===== config.mk =====
export PLATFORM = sky130hd
export DESIGN_NAME = adc_seq_ctrl
export DESIGN_NICKNAME = d
export VERILOG_FILES = /design/src/rtl/adc_seq_pkg.sv /design/src/rtl/adc_seq_regs.sv /design/src/rtl/adc_seq_timer.sv /design/src/rtl/adc_seq_results.sv /design/src/rtl/adc_seq_ctrl.sv
export SDC_FILE = /design/constraint.sdc
export NUM_CORES = 1
export LEC_CHECK = 0
export ABC_CLOCK_PERIOD_IN_PS = 7400
export CAP_MARGIN = 15
export CORE_UTILIZATION = 32
export DETAILED_ROUTE_END_ITERATION = 7
export DONT_BUFFER_PORTS = 1
export SLEW_MARGIN = 20
export SYNTH_ARGS = -nofsm -noshare
export SYNTH_HDL_FRONTEND = slang
export SYNTH_SLANG_ARGS = --single-unit

===== constraint.sdc =====
create_clock -name clk -period 7.4 [get_ports clk]
set_input_delay 2.22 -clock clk [delete_from_list [all_inputs] [get_ports clk]]
set_output_delay 2.22 -clock clk [all_outputs]
set_load 0.005 [all_outputs]

===== src/rtl/adc_seq_pkg.sv =====
package adc_seq_pkg;

  localparam int CHW = 3;

  typedef enum logic [1:0] {
    ST_IDLE,
    ST_SAMPLE,
    ST_CONV
  } seq_state_t;

  typedef struct packed {
    logic           pwr;
    logic           halt_en;
    logic           len8;
    logic           res8;
    logic [1:0]     samp_code;
    logic [4:0]     presc;
    logic           scan;
    logic           multi;
    logic [CHW-1:0] base;
  } seq_cfg_t;

endpackage


===== src/rtl/adc_seq_regs.sv =====
module adc_seq_regs
  import adc_seq_pkg::*;
#(
  parameter int AW = 4
) (
  input  logic             clk,
  input  logic             rst,
  input  logic             wr_en,
  input  logic [AW-1:0]    wr_addr,
  input  logic [7:0]       wr_data,
  output seq_cfg_t         cfg,
  output logic [3:0][7:0]  cfg_bytes,
  output logic             mode_wr
);

  localparam int NCFG = 4;

  generate
    for (genvar i = 0; i < NCFG; i++) begin : g_byte
      always_ff @(posedge clk) begin
        if (rst) begin
          cfg_bytes[i] <= '0;
        end else if (wr_en && wr_addr == AW'(i)) begin
          cfg_bytes[i] <= wr_data;
        end
      end
    end
  endgenerate

  assign mode_wr = wr_en && (wr_addr == AW'(3));

  always_comb begin
    cfg.pwr       = cfg_bytes[0][0];
    cfg.halt_en   = cfg_bytes[0][1];
    cfg.len8      = cfg_bytes[1][0];
    cfg.res8      = cfg_bytes[2][0];
    cfg.samp_code = cfg_bytes[2][2:1];
    cfg.presc     = cfg_bytes[2][7:3];
    cfg.scan      = cfg_bytes[3][0];
    cfg.multi     = cfg_bytes[3][1];
    cfg.base      = cfg_bytes[3][4:2];
  end

endmodule


===== src/rtl/adc_seq_timer.sv =====
module adc_seq_timer #(
  parameter int PW = 5,
  parameter int SW = 5
) (
  input  logic          clk,
  input  logic          rst,
  input  logic          clear,
  input  logic          en,
  input  logic [PW-1:0] presc,
  input  logic [1:0]    samp_code,
  output logic          done
);

  logic [PW-1:0] pcnt;
  logic [SW-1:0] scnt;
  logic [SW-1:0] s_last;
  logic          tick;

  assign s_last = (SW'(2) << samp_code) - SW'(1);
  assign tick   = en && (pcnt == presc);
  assign done   = tick && (scnt == s_last);

  always_ff @(posedge clk) begin
    if (rst || clear) begin
      pcnt <= '0;
      scnt <= '0;
    end else if (en) begin
      if (tick) begin
        pcnt <= '0;
        scnt <= done ? '0 : scnt + SW'(1);
      end else begin
        pcnt <= pcnt + PW'(1);
      end
    end
  end

endmodule


===== src/rtl/adc_seq_results.sv =====
module adc_seq_results #(
  parameter int NRES = 8,
  parameter int DW   = 10,
  localparam int IW  = $clog2(NRES)
) (
  input  logic            clk,
  input  logic            rst,
  input  logic            st_en,
  input  logic [IW-1:0]   st_idx,
  input  logic [DW-1:0]   st_data,
  input  logic            clr_all,
  input  logic            rd_en,
  input  logic [IW-1:0]   rd_idx,
  output logic [DW-1:0]   rd_q,
  output logic [NRES-1:0] ccf
);

  logic [DW-1:0] mem [NRES];

  always_ff @(posedge clk) begin
    if (st_en) mem[st_idx] <= st_data;
  end

  always_ff @(posedge clk) begin
    if (rd_en) rd_q <= mem[rd_idx];
  end

  generate
    for (genvar i = 0; i < NRES; i++) begin : g_flag
      always_ff @(posedge clk) begin
        if (rst)                                ccf[i] <= 1'b0;
        else if (clr_all)                       ccf[i] <= 1'b0;
        else if (st_en && st_idx == IW'(i))     ccf[i] <= 1'b1;
        else if (rd_en && rd_idx == IW'(i))     ccf[i] <= 1'b0;
      end

      // a read of slot i clears its flag when no store targets it
      a_r5_read_clear: assert property (@(posedge clk) disable iff (rst)
        (rd_en && rd_idx == IW'(i) && !(st_en && st_idx == IW'(i))) |=> !ccf[i]);
    end
  endgenerate

  // a store raises the flag of the slot it wrote
  a_r5_flag_set: assert property (@(posedge clk) disable iff (rst)
    (st_en && !clr_all) |=> ccf[$past(st_idx)]);

endmodule


===== src/rtl/adc_seq_ctrl.sv =====
module adc_seq_ctrl
  import adc_seq_pkg::*;
#(
  parameter int DW  = 10,
  parameter int AW  = 4,
  parameter int RDW = 16
) (
  input  logic           clk,
  input  logic           rst,
  input  logic           wr_en,
  input  logic [AW-1:0]  wr_addr,
  input  logic [7:0]     wr_data,
  input  logic           rd_en,
  input  logic [AW-1:0]  rd_addr,
  output logic [RDW-1:0] rd_data,
  input  logic           stop_in,
  input  logic           wait_in,
  output logic           conv_start,
  output logic [CHW-1:0] conv_chan,
  input  logic           conv_done,
  input  logic [DW-1:0]  conv_sample
);

  localparam int NRES = 1 << CHW;
  localparam int IW   = CHW;

  seq_cfg_t        cfg;
  logic [3:0][7:0] cfg_bytes;
  logic            mode_wr;
  seq_state_t      state;
  logic [IW-1:0]   idx;
  logic [IW-1:0]   last_idx;
  logic            seq_flag;
  logic            run;
  logic            tmr_done;
  logic            accept;
  logic [CHW-1:0]  chan_calc;
  logic [DW-1:0]   st_data;
  logic [NRES-1:0] ccf;
  logic [DW-1:0]   res_q;
  logic            rd_sel_res;
  logic [RDW-1:0]  rd_other_q;

  adc_seq_regs #(.AW(AW)) u_regs (
    .clk(clk), .rst(rst), .wr_en(wr_en), .wr_addr(wr_addr), .wr_data(wr_data),
    .cfg(cfg), .cfg_bytes(cfg_bytes), .mode_wr(mode_wr)
  );

  assign run = cfg.pwr && !(wait_in && cfg.halt_en);

  adc_seq_timer #(.PW(5), .SW(5)) u_timer (
    .clk(clk), .rst(rst),
    .clear(stop_in || mode_wr || state != ST_SAMPLE),
    .en(run), .presc(cfg.presc), .samp_code(cfg.samp_code), .done(tmr_done)
  );

  assign last_idx = cfg.len8 ? IW'(NRES - 1) : IW'(NRES / 2 - 1);
  assign accept   = (state == ST_CONV) && run && conv_done && !stop_in && !mode_wr;
  assign st_data  = cfg.res8 ? DW'(conv_sample[DW-1:DW-8]) : conv_sample;

  always_comb begin
    if (!cfg.multi)    chan_calc = cfg.base;
    else if (cfg.len8) chan_calc = cfg.base + idx;
    else               chan_calc = {cfg.base[CHW-1], cfg.base[CHW-2:0] + idx[CHW-2:0]};
  end

  always_ff @(posedge clk) begin
    if (rst) begin
      state      <= ST_IDLE;
      idx        <= '0;
      seq_flag   <= 1'b0;
      conv_start <= 1'b0;
      conv_chan  <= '0;
    end else begin
      conv_start <= 1'b0;
      if (stop_in) begin
        state <= ST_IDLE;
      end else if (mode_wr) begin
        state    <= ST_SAMPLE;
        idx      <= '0;
        seq_flag <= 1'b0;
      end else if (run) begin
        case (state)
          ST_SAMPLE: if (tmr_done) begin
            state      <= ST_CONV;
            conv_start <= 1'b1;
            conv_chan  <= chan_calc;
          end
          ST_CONV: if (conv_done) begin
            if (idx == last_idx) begin
              seq_flag <= 1'b1;
              idx      <= '0;
              state    <= cfg.scan ? ST_SAMPLE : ST_IDLE;
            end else begin
              idx   <= idx + IW'(1);
              state <= ST_SAMPLE;
            end
          end
          default: state <= ST_IDLE;
        endcase
      end
    end
  end

  adc_seq_results #(.NRES(NRES), .DW(DW)) u_res (
    .clk(clk), .rst(rst), .st_en(accept), .st_idx(idx), .st_data(st_data),
    .clr_all(mode_wr && !stop_in), .rd_en(rd_en && rd_addr[AW-1]),
    .rd_idx(rd_addr[IW-1:0]), .rd_q(res_q), .ccf(ccf)
  );

  always_ff @(posedge clk) begin
    if (rst) begin
      rd_sel_res <= 1'b0;
      rd_other_q <= '0;
    end else if (rd_en) begin
      rd_sel_res <= rd_addr[AW-1];
      case (rd_addr)
        AW'(0), AW'(1), AW'(2), AW'(3): rd_other_q <= RDW'(cfg_bytes[rd_addr[1:0]]);
        AW'(4):                         rd_other_q <= RDW'({seq_flag, ccf});
        default:                        rd_other_q <= '0;
      endcase
    end
  end

  assign rd_data = rd_sel_res ? RDW'(res_q) : rd_other_q;

  // the start strobe never lasts more than one cycle
  a_r2_start_pulse: assert property (@(posedge clk) disable iff (rst)
    conv_start |=> !conv_start);

  // a stop request leaves the sequencer idle with no start issued
  a_r9_stop_abort: assert property (@(posedge clk) disable iff (rst)
    stop_in |=> (state == ST_IDLE && !conv_start));

  // a mode write clears every flag and restarts at slot 0
  a_r12_restart: assert property (@(posedge clk) disable iff (rst)
    (mode_wr && !stop_in) |=> (ccf == '0 && !seq_flag && idx == '0 && state == ST_SAMPLE));

  // a halted sequencer keeps its position and issues no start
  a_r11_halt_hold: assert property (@(posedge clk) disable iff (rst)
    (!run && !stop_in && !mode_wr) |=> ($stable(state) && $stable(idx) && !conv_start));

  // the sequence flag rises only after the final slot of the sequence
  a_r3_seq_end: assert property (@(posedge clk) disable iff (rst)
    $rose(seq_flag) |-> ($past(idx) == $past(last_idx)));

  // fixed-channel mode always presents the base channel
  a_r6_single_chan: assert property (@(posedge clk) disable iff (rst)
    (conv_start && !cfg.multi) |-> (conv_chan == cfg.base));

endmodule


---- After elaboration in Yosys (flattened, before gate mapping) ----
Memories as Yosys holds them, arrays and structs flattened. A register that Yosys moved wholly into a read port is not among the register bits.
Cells that the tools add are included.
Widths: inputs -> output; s select.
storage, ports and cells
  bits in registers ....................... 77
  bits in writable memories ............... 80
  input bits .............................. 33
  output and inout port bits .............. 20
  word-level logic and storage cells ...... 175
  memories ................................ 1
memories
  name       words  bits a word  rd ports  clocked after memory_dff  wr ports  line                   text
  u_res.mem  8      10           1         1                         1         adc_seq_results.sv:18  logic [DW-1:0] mem [NRES];
operators by class
  $add $sub $neg .......................... 6
  order comparisons ....................... 1
  eq/ne operators ......................... 31
  shift-type cells ........................ 1
  multiplexer cells ....................... 46
  bitwise operators ....................... 4
  reductions and logical operators ........ 63
operators by type and width
  operator             number
  $logic_and 1x1->1    30
  $mux 1               28
  $eq 3x3->1 const B   8
  $mux 3               8
  $reduce_bool 2->1    12
  $pmux 9 s2           1
  $bmux 8 s2           1
  $eq 4x2->1 const B   4
  $mux 16              1
  $eq 3x2->1 const B   4
  $add 5x1->5 const B  2
  $eq 5x5->1           2
  $mux 10              1
  $mux 5               2
  $reduce_and 5->1     2
  $eq 4x1->1 const B   2
  $logic_not 4->1      2
  $mux 8               1
  $eq 3x1->1 const B   2
  $logic_not 3->1      2
  $reduce_and 3->1     2
  $reduce_or 5->1      1
  $shl 2x2->5 const A  1
  $sub 5x2->5 const B  1
  other kinds (22)     32

---- Depth between registers and ports, before layout ----
  depth in word-level cells ............... 9
  depth in mapped cells ................... 8
  depth with buffers taken out ............ 8

---- Hierarchy ----
From an unflattened synthesis, not the netlist that was laid out.
unflattened totals
  cells, all modules ...................... 567
  area total of the unflattened synthesis .. 7449.6 sq um
modules (own cells, without submodules)
  module           times used  cells an instance  area an instance (sq um)  seq. area each (sq um)
  adc_seq_results  1           185                3759.9                    2862.7
  adc_seq_ctrl     1           180                1664.1                    400.4
  adc_seq_regs     1           135                1440.1                    640.6
  adc_seq_timer    1           67                 585.6                     200.2

---- Worst setup path before layout ----
OpenSTA, ideal clock, no wires.
  path type ............................... input -> register
  start point ............................. input wait_in
  end point ............................... memory u_res.mem[1][0], enable pin
  setup time .............................. 0.390 ns
  data arrival time ....................... 3.782 ns
  required time ........................... 7.010 ns
  path slack .............................. 3.228 ns
  cell stages on the path ................. 5
  path buffers ............................ 0
  path through ............................ a21boi_4 nand4b_1 nor2_1 nand2_1 nor3_1
on the way
  word-level cells in the longest chain between the ends .. 9
ends and longest elaborated chain
  item                             line                   text
  start, declared                  adc_seq_ctrl.sv:17     input logic wait_in,
  $logic_and 1x1->1                adc_seq_ctrl.sv:49     assign run = cfg.pwr && !(wait_in && cfg.halt_en);
  $logic_not 1->1                  adc_seq_ctrl.sv:49
  $logic_and 1x1->1                adc_seq_ctrl.sv:49
  $logic_and 1x1->1 (4 in series)  adc_seq_ctrl.sv:58     assign accept = (state == ST_CONV) && run && conv_done && !stop_in && !mode_wr;
  $mux 1                           adc_seq_results.sv:21  if (st_en) mem[st_idx] <= st_data;
  $mux 1 (not written as such)     adc_seq_results.sv:21
  end, declared                    adc_seq_results.sv:18
Every way passes these cells.

---- Worst setup path after layout ----
  start point ............................. input wr_addr[2]
  end point ............................... memory u_res.mem[7][4], enable pin
on the way
  word-level cells in the longest chain between the ends .. 6
ends and longest elaborated chain
  item                          line                   text
  start, declared               adc_seq_ctrl.sv:11     input logic [AW-1:0] wr_addr,
  $eq 4x2->1                    adc_seq_regs.sv:30     assign mode_wr = wr_en && (wr_addr == AW'(3));
  $logic_and 1x1->1             adc_seq_regs.sv:30
  $logic_not 1->1               adc_seq_ctrl.sv:58
  $logic_and 1x1->1             adc_seq_ctrl.sv:58
  $mux 1                        adc_seq_results.sv:21
  $mux 1 (not written as such)  adc_seq_results.sv:21
Every way passes these cells.

==> summary.md <==
| Metric | Value |
|---|---|
| Sequential element share of the synthesized area | 0.590 |
| RD Place Congestion | 0.798 |
| Number of library cell types mapped by synthesis | 51 |
| Number of synthesized flops with an enable pin | 90 |
| Drt total wl | 15.7 mm |
| Final Hold Vio Count | 0 |
| Synth warn | 0 |
| Clock Power Share | 0.454 |
| CP arrival | 4.13 ns |
| Worst Max-Slew Pin Slew | 0.958 ns |
| Ys async rst share | 0 |
| PwrDens | 238 nW/um2 |
| Post-CTS Setup Inserts | 0 |
| Sw frac | 0.219 |
| Fraction of layout cells with a size suffix above 1 | 0.187 |
| Post-Synth XOR/XNOR Area | 0.0164 |
| Avg WL per Cell | 19.3 um |
| Cell breakdown of the critical path | and4bb_1 > and2_1 > nor2_1 > nand2_1 > nor2_1 |
| Chip Width | 149 um |
| Remaining DRCs | 0 |
| CTS Root Cell | clkbuf_16 |
| Clk pin slew, worst setup/hold paths | 0.06 ns |
| DPL Wire Length | 11.3 mm |
| Setup crit start kind | input port |
| Final nets | 574 |
| Initial antenna violation count | 0 |
| N_diodes | 0 |
| Sequential share of power | 0.512 |
| Mux cell area share after synthesis | 0.172 |
| Clock H-tree levels | 4 |
| CP Class | in -> reg |
| Initial core utilization | 0.329 |
| Die area | 22300 um2 |
| Skew final | 0.00876 ns |
| Post-cts sizing count | 0 |
| Fillers | 1942 |
| Row cnt | 53 |
| First-pass GRT wire length | 24.2 mm |
| Maximum VDD drop | 0.000135 V |
| Yosys reg bits | 160 |
| Critical Path Sink Type | register |
| Clock period minus worst slack | 4.09 ns |
| Post-DRT Antenna Nets | 0 |
| GRT Overall Usage | 0.147 |
| Worst slew margin | 0.359 |
| Die Ht | 149 um |
| Area of the mapped netlist | 6960 um2 |
| Fin. max-slew vios | 0 |
| Vias in the first global route | 4097 |
| Worst hold margin | 0.457 ns |
| Top_reg_cell synth | edfxtp_1 |
| Post-synthesis compound-gate area fraction | 0.0597 |
| Combinational Power Share | 0.034 |
| Io pins | 53 |
| Routed via count | 4246 |
| Max_cap viols | 0 |
| RSZ-0062 raised after global routing | false |
| Data required time of the critical path | 7.44 ns |
| Largest net degree at the start of global routing | 50 |
| Mapped Cells | 531 |
| Max Fanout on Critical Path | 11 |
| Iter 0 DRT Violations | 460 |
| F_max | 245 MHz |
| Status | finished, final reports clean |
| Slowest CP cell | nor2_1 |
| Final period util | 0.553 |
| Switching power | 0.407 mW |
| Setup_tns | 0 ns |
| Via density | 5.20 |
| Setup-failing EPs final | 0 |
| Syn_area_per_cell | 13.1 um2 |
| Pleak | 2.53 nW |
| Crit path top cell by count | nor2_1 |
| Port bufs | 0 |
| Worst Hold Class | reg -> reg |
| Commonest non-fill, non-tap cells in the layout | 90 x edfxtp_1, 70 x dfxtp_1, 47 x nor2_1, 42 x nand2_1, 31 x a21oi_1 |
| CTS tree | built |
| Clock Path Buffers | 2 |
| Total grt overflow | 0 |
| Clk_lat worst skew | 0.42 ns |
| Core area | 21200 um2 |
| Synth Area in Simple Gates | 0.112 |
| Commonest non-fill, non-tap cell in the layout | edfxtp_1 |
| Layout area overhead | 12.0% |
| Cts hold-fix bufs | 0 |
| Largest family of logic cells by synthesized area | multiplexers |
| Pint | 1.45 mW |
| Largest stage delay on the critical path | 0.69 ns |
| CTS Sinks | 160 |
| First-pass iteration count of the detailed router | 5 |
| CTS buffer count | 17 |
| Synth Area in Adders | 0.0245 |
## critical path, delay by kind of cell
family / cells / cell delay [ns]
and+or+nand+nor: 5 / 1.91
## state kept, by name, indices dropped and copies added, names as in the netlist
register,count
u_res.mem,80
u_regs.cfg,16
u_regs.cfg_bytes,16
u_res.rd_q,10
rd_other_q,9
u_res.ccf,8
u_timer.pcnt,5
u_timer.scnt,5
conv_chan,3
idx,3
state,2
conv_start,1
rd_sel_res,1
seq_flag,1
## metrics by stage
| stage | worst slack [ns] | std cells | area [um2] | util | power [mW] |
|---|---|---|---|---|---|
| after global routing | 3.03 | 816 | 7790 | 0.368 | 1.91 |
| after CTS | 2.97 | 816 | 7790 | 0.368 | 1.87 |
| after floorplan | 3.23 | 536 | 6980 | - | 1.03 |
| after global placement | 2.59 | 784 | 7200 | 0.340 | 1.03 |
| final | 3.31 | 816 | 7790 | 0.368 | 1.86 |
| after detailed placement | 2.58 | 784 | 7220 | 0.341 | 1.03 |
## cells by family (layout without fill, tap and decap cells)
logic type,count (synthesis),count (layout)
buf+inv,38,43
other cells,1,6
simple gates,158,158
fa+ha+maj,13,13
mux,81,81
compound gates,67,67
xor+xnor,13,13
flops,160,160
## synth_stat cells, types with 5 or more instances
library cell | count | area, um2
edfxtp_1 | 90 | 2700
ha_1 | 12 | 150
buf_4 | 6 | 45.0
nor2_1 | 47 | 176
a21oi_1 | 31 | 155
dfxtp_1 | 70 | 1400
buf_2 | 7 | 35.0
mux2_2 | 27 | 304
clkbuf_1 | 12 | 45.0
nand2_1 | 42 | 158
xnor2_1 | 9 | 78.8
nand2b_1 | 5 | 31.3
nor3_1 | 21 | 105
a221oi_1 | 8 | 70.1
mux4_2 | 27 | 608
o21ai_0 | 14 | 70.1
nand3_1 | 12 | 60.1
mux2i_1 | 26 | 260
inv_1 | 8 | 30.0
## power groups by stage
stage | sequential (mW) | clock [mW] | combinational (mW)
after floorplan | 0.968 | 0 | 0.0631
after global placement | 0.970 | 0 | 0.0626
after detailed placement | 0.971 | 0 | 0.0636
after CTS | 0.951 | 0.854 | 0.0641
after global routing | 0.951 | 0.890 | 0.0686
final | 0.951 | 0.843 | 0.0630
## per-layer routing
layer  wire [um]  share of wire  vias to the layer above  global-route usage
li1            -              -                     1967                   -
met1        6870           0.44                     2124               0.194
met2        7540           0.48                      136               0.229
met3        1090          0.069                       19              0.0384
met4         255          0.016                        0              0.0592
met5           0              0                        -                   0
## worst paths after layout
kind / endpoint / start / slack, ns / depth (start not counted)
worst max-delay path: u_res.mem[7][4] / wr_addr[2] / 3.31 / 5
worst min-delay path: u_regs.cfg_bytes[29] / u_regs.cfg_bytes[29] / 0.46 / 2
worst max register to register: u_res.mem[7][4] / u_regs.cfg[15] / 4.72 / 5
worst min register to register: u_regs.cfg_bytes[29] / u_regs.cfg_bytes[29] / 0.46 / 2
## cell type report
| cell class | instances | area (um2) | share of cell area |
|---|---|---|---|
| inverters | 9 | 33.8 | 0.00433 |
| multi-input cells | 338 | 2730 | 0.350 |
| repair buffers | 2 | 15.0 | 0.00193 |
| clock buffers | 17 | 425 | 0.0546 |
| well taps | 275 | 344 | 0.0441 |
| clock inverters | 15 | 146 | 0.0188 |
| flip-flops and latches | 160 | 4100 | 0.527 |
No activity file was read; power rests on OpenSTA's default activity.
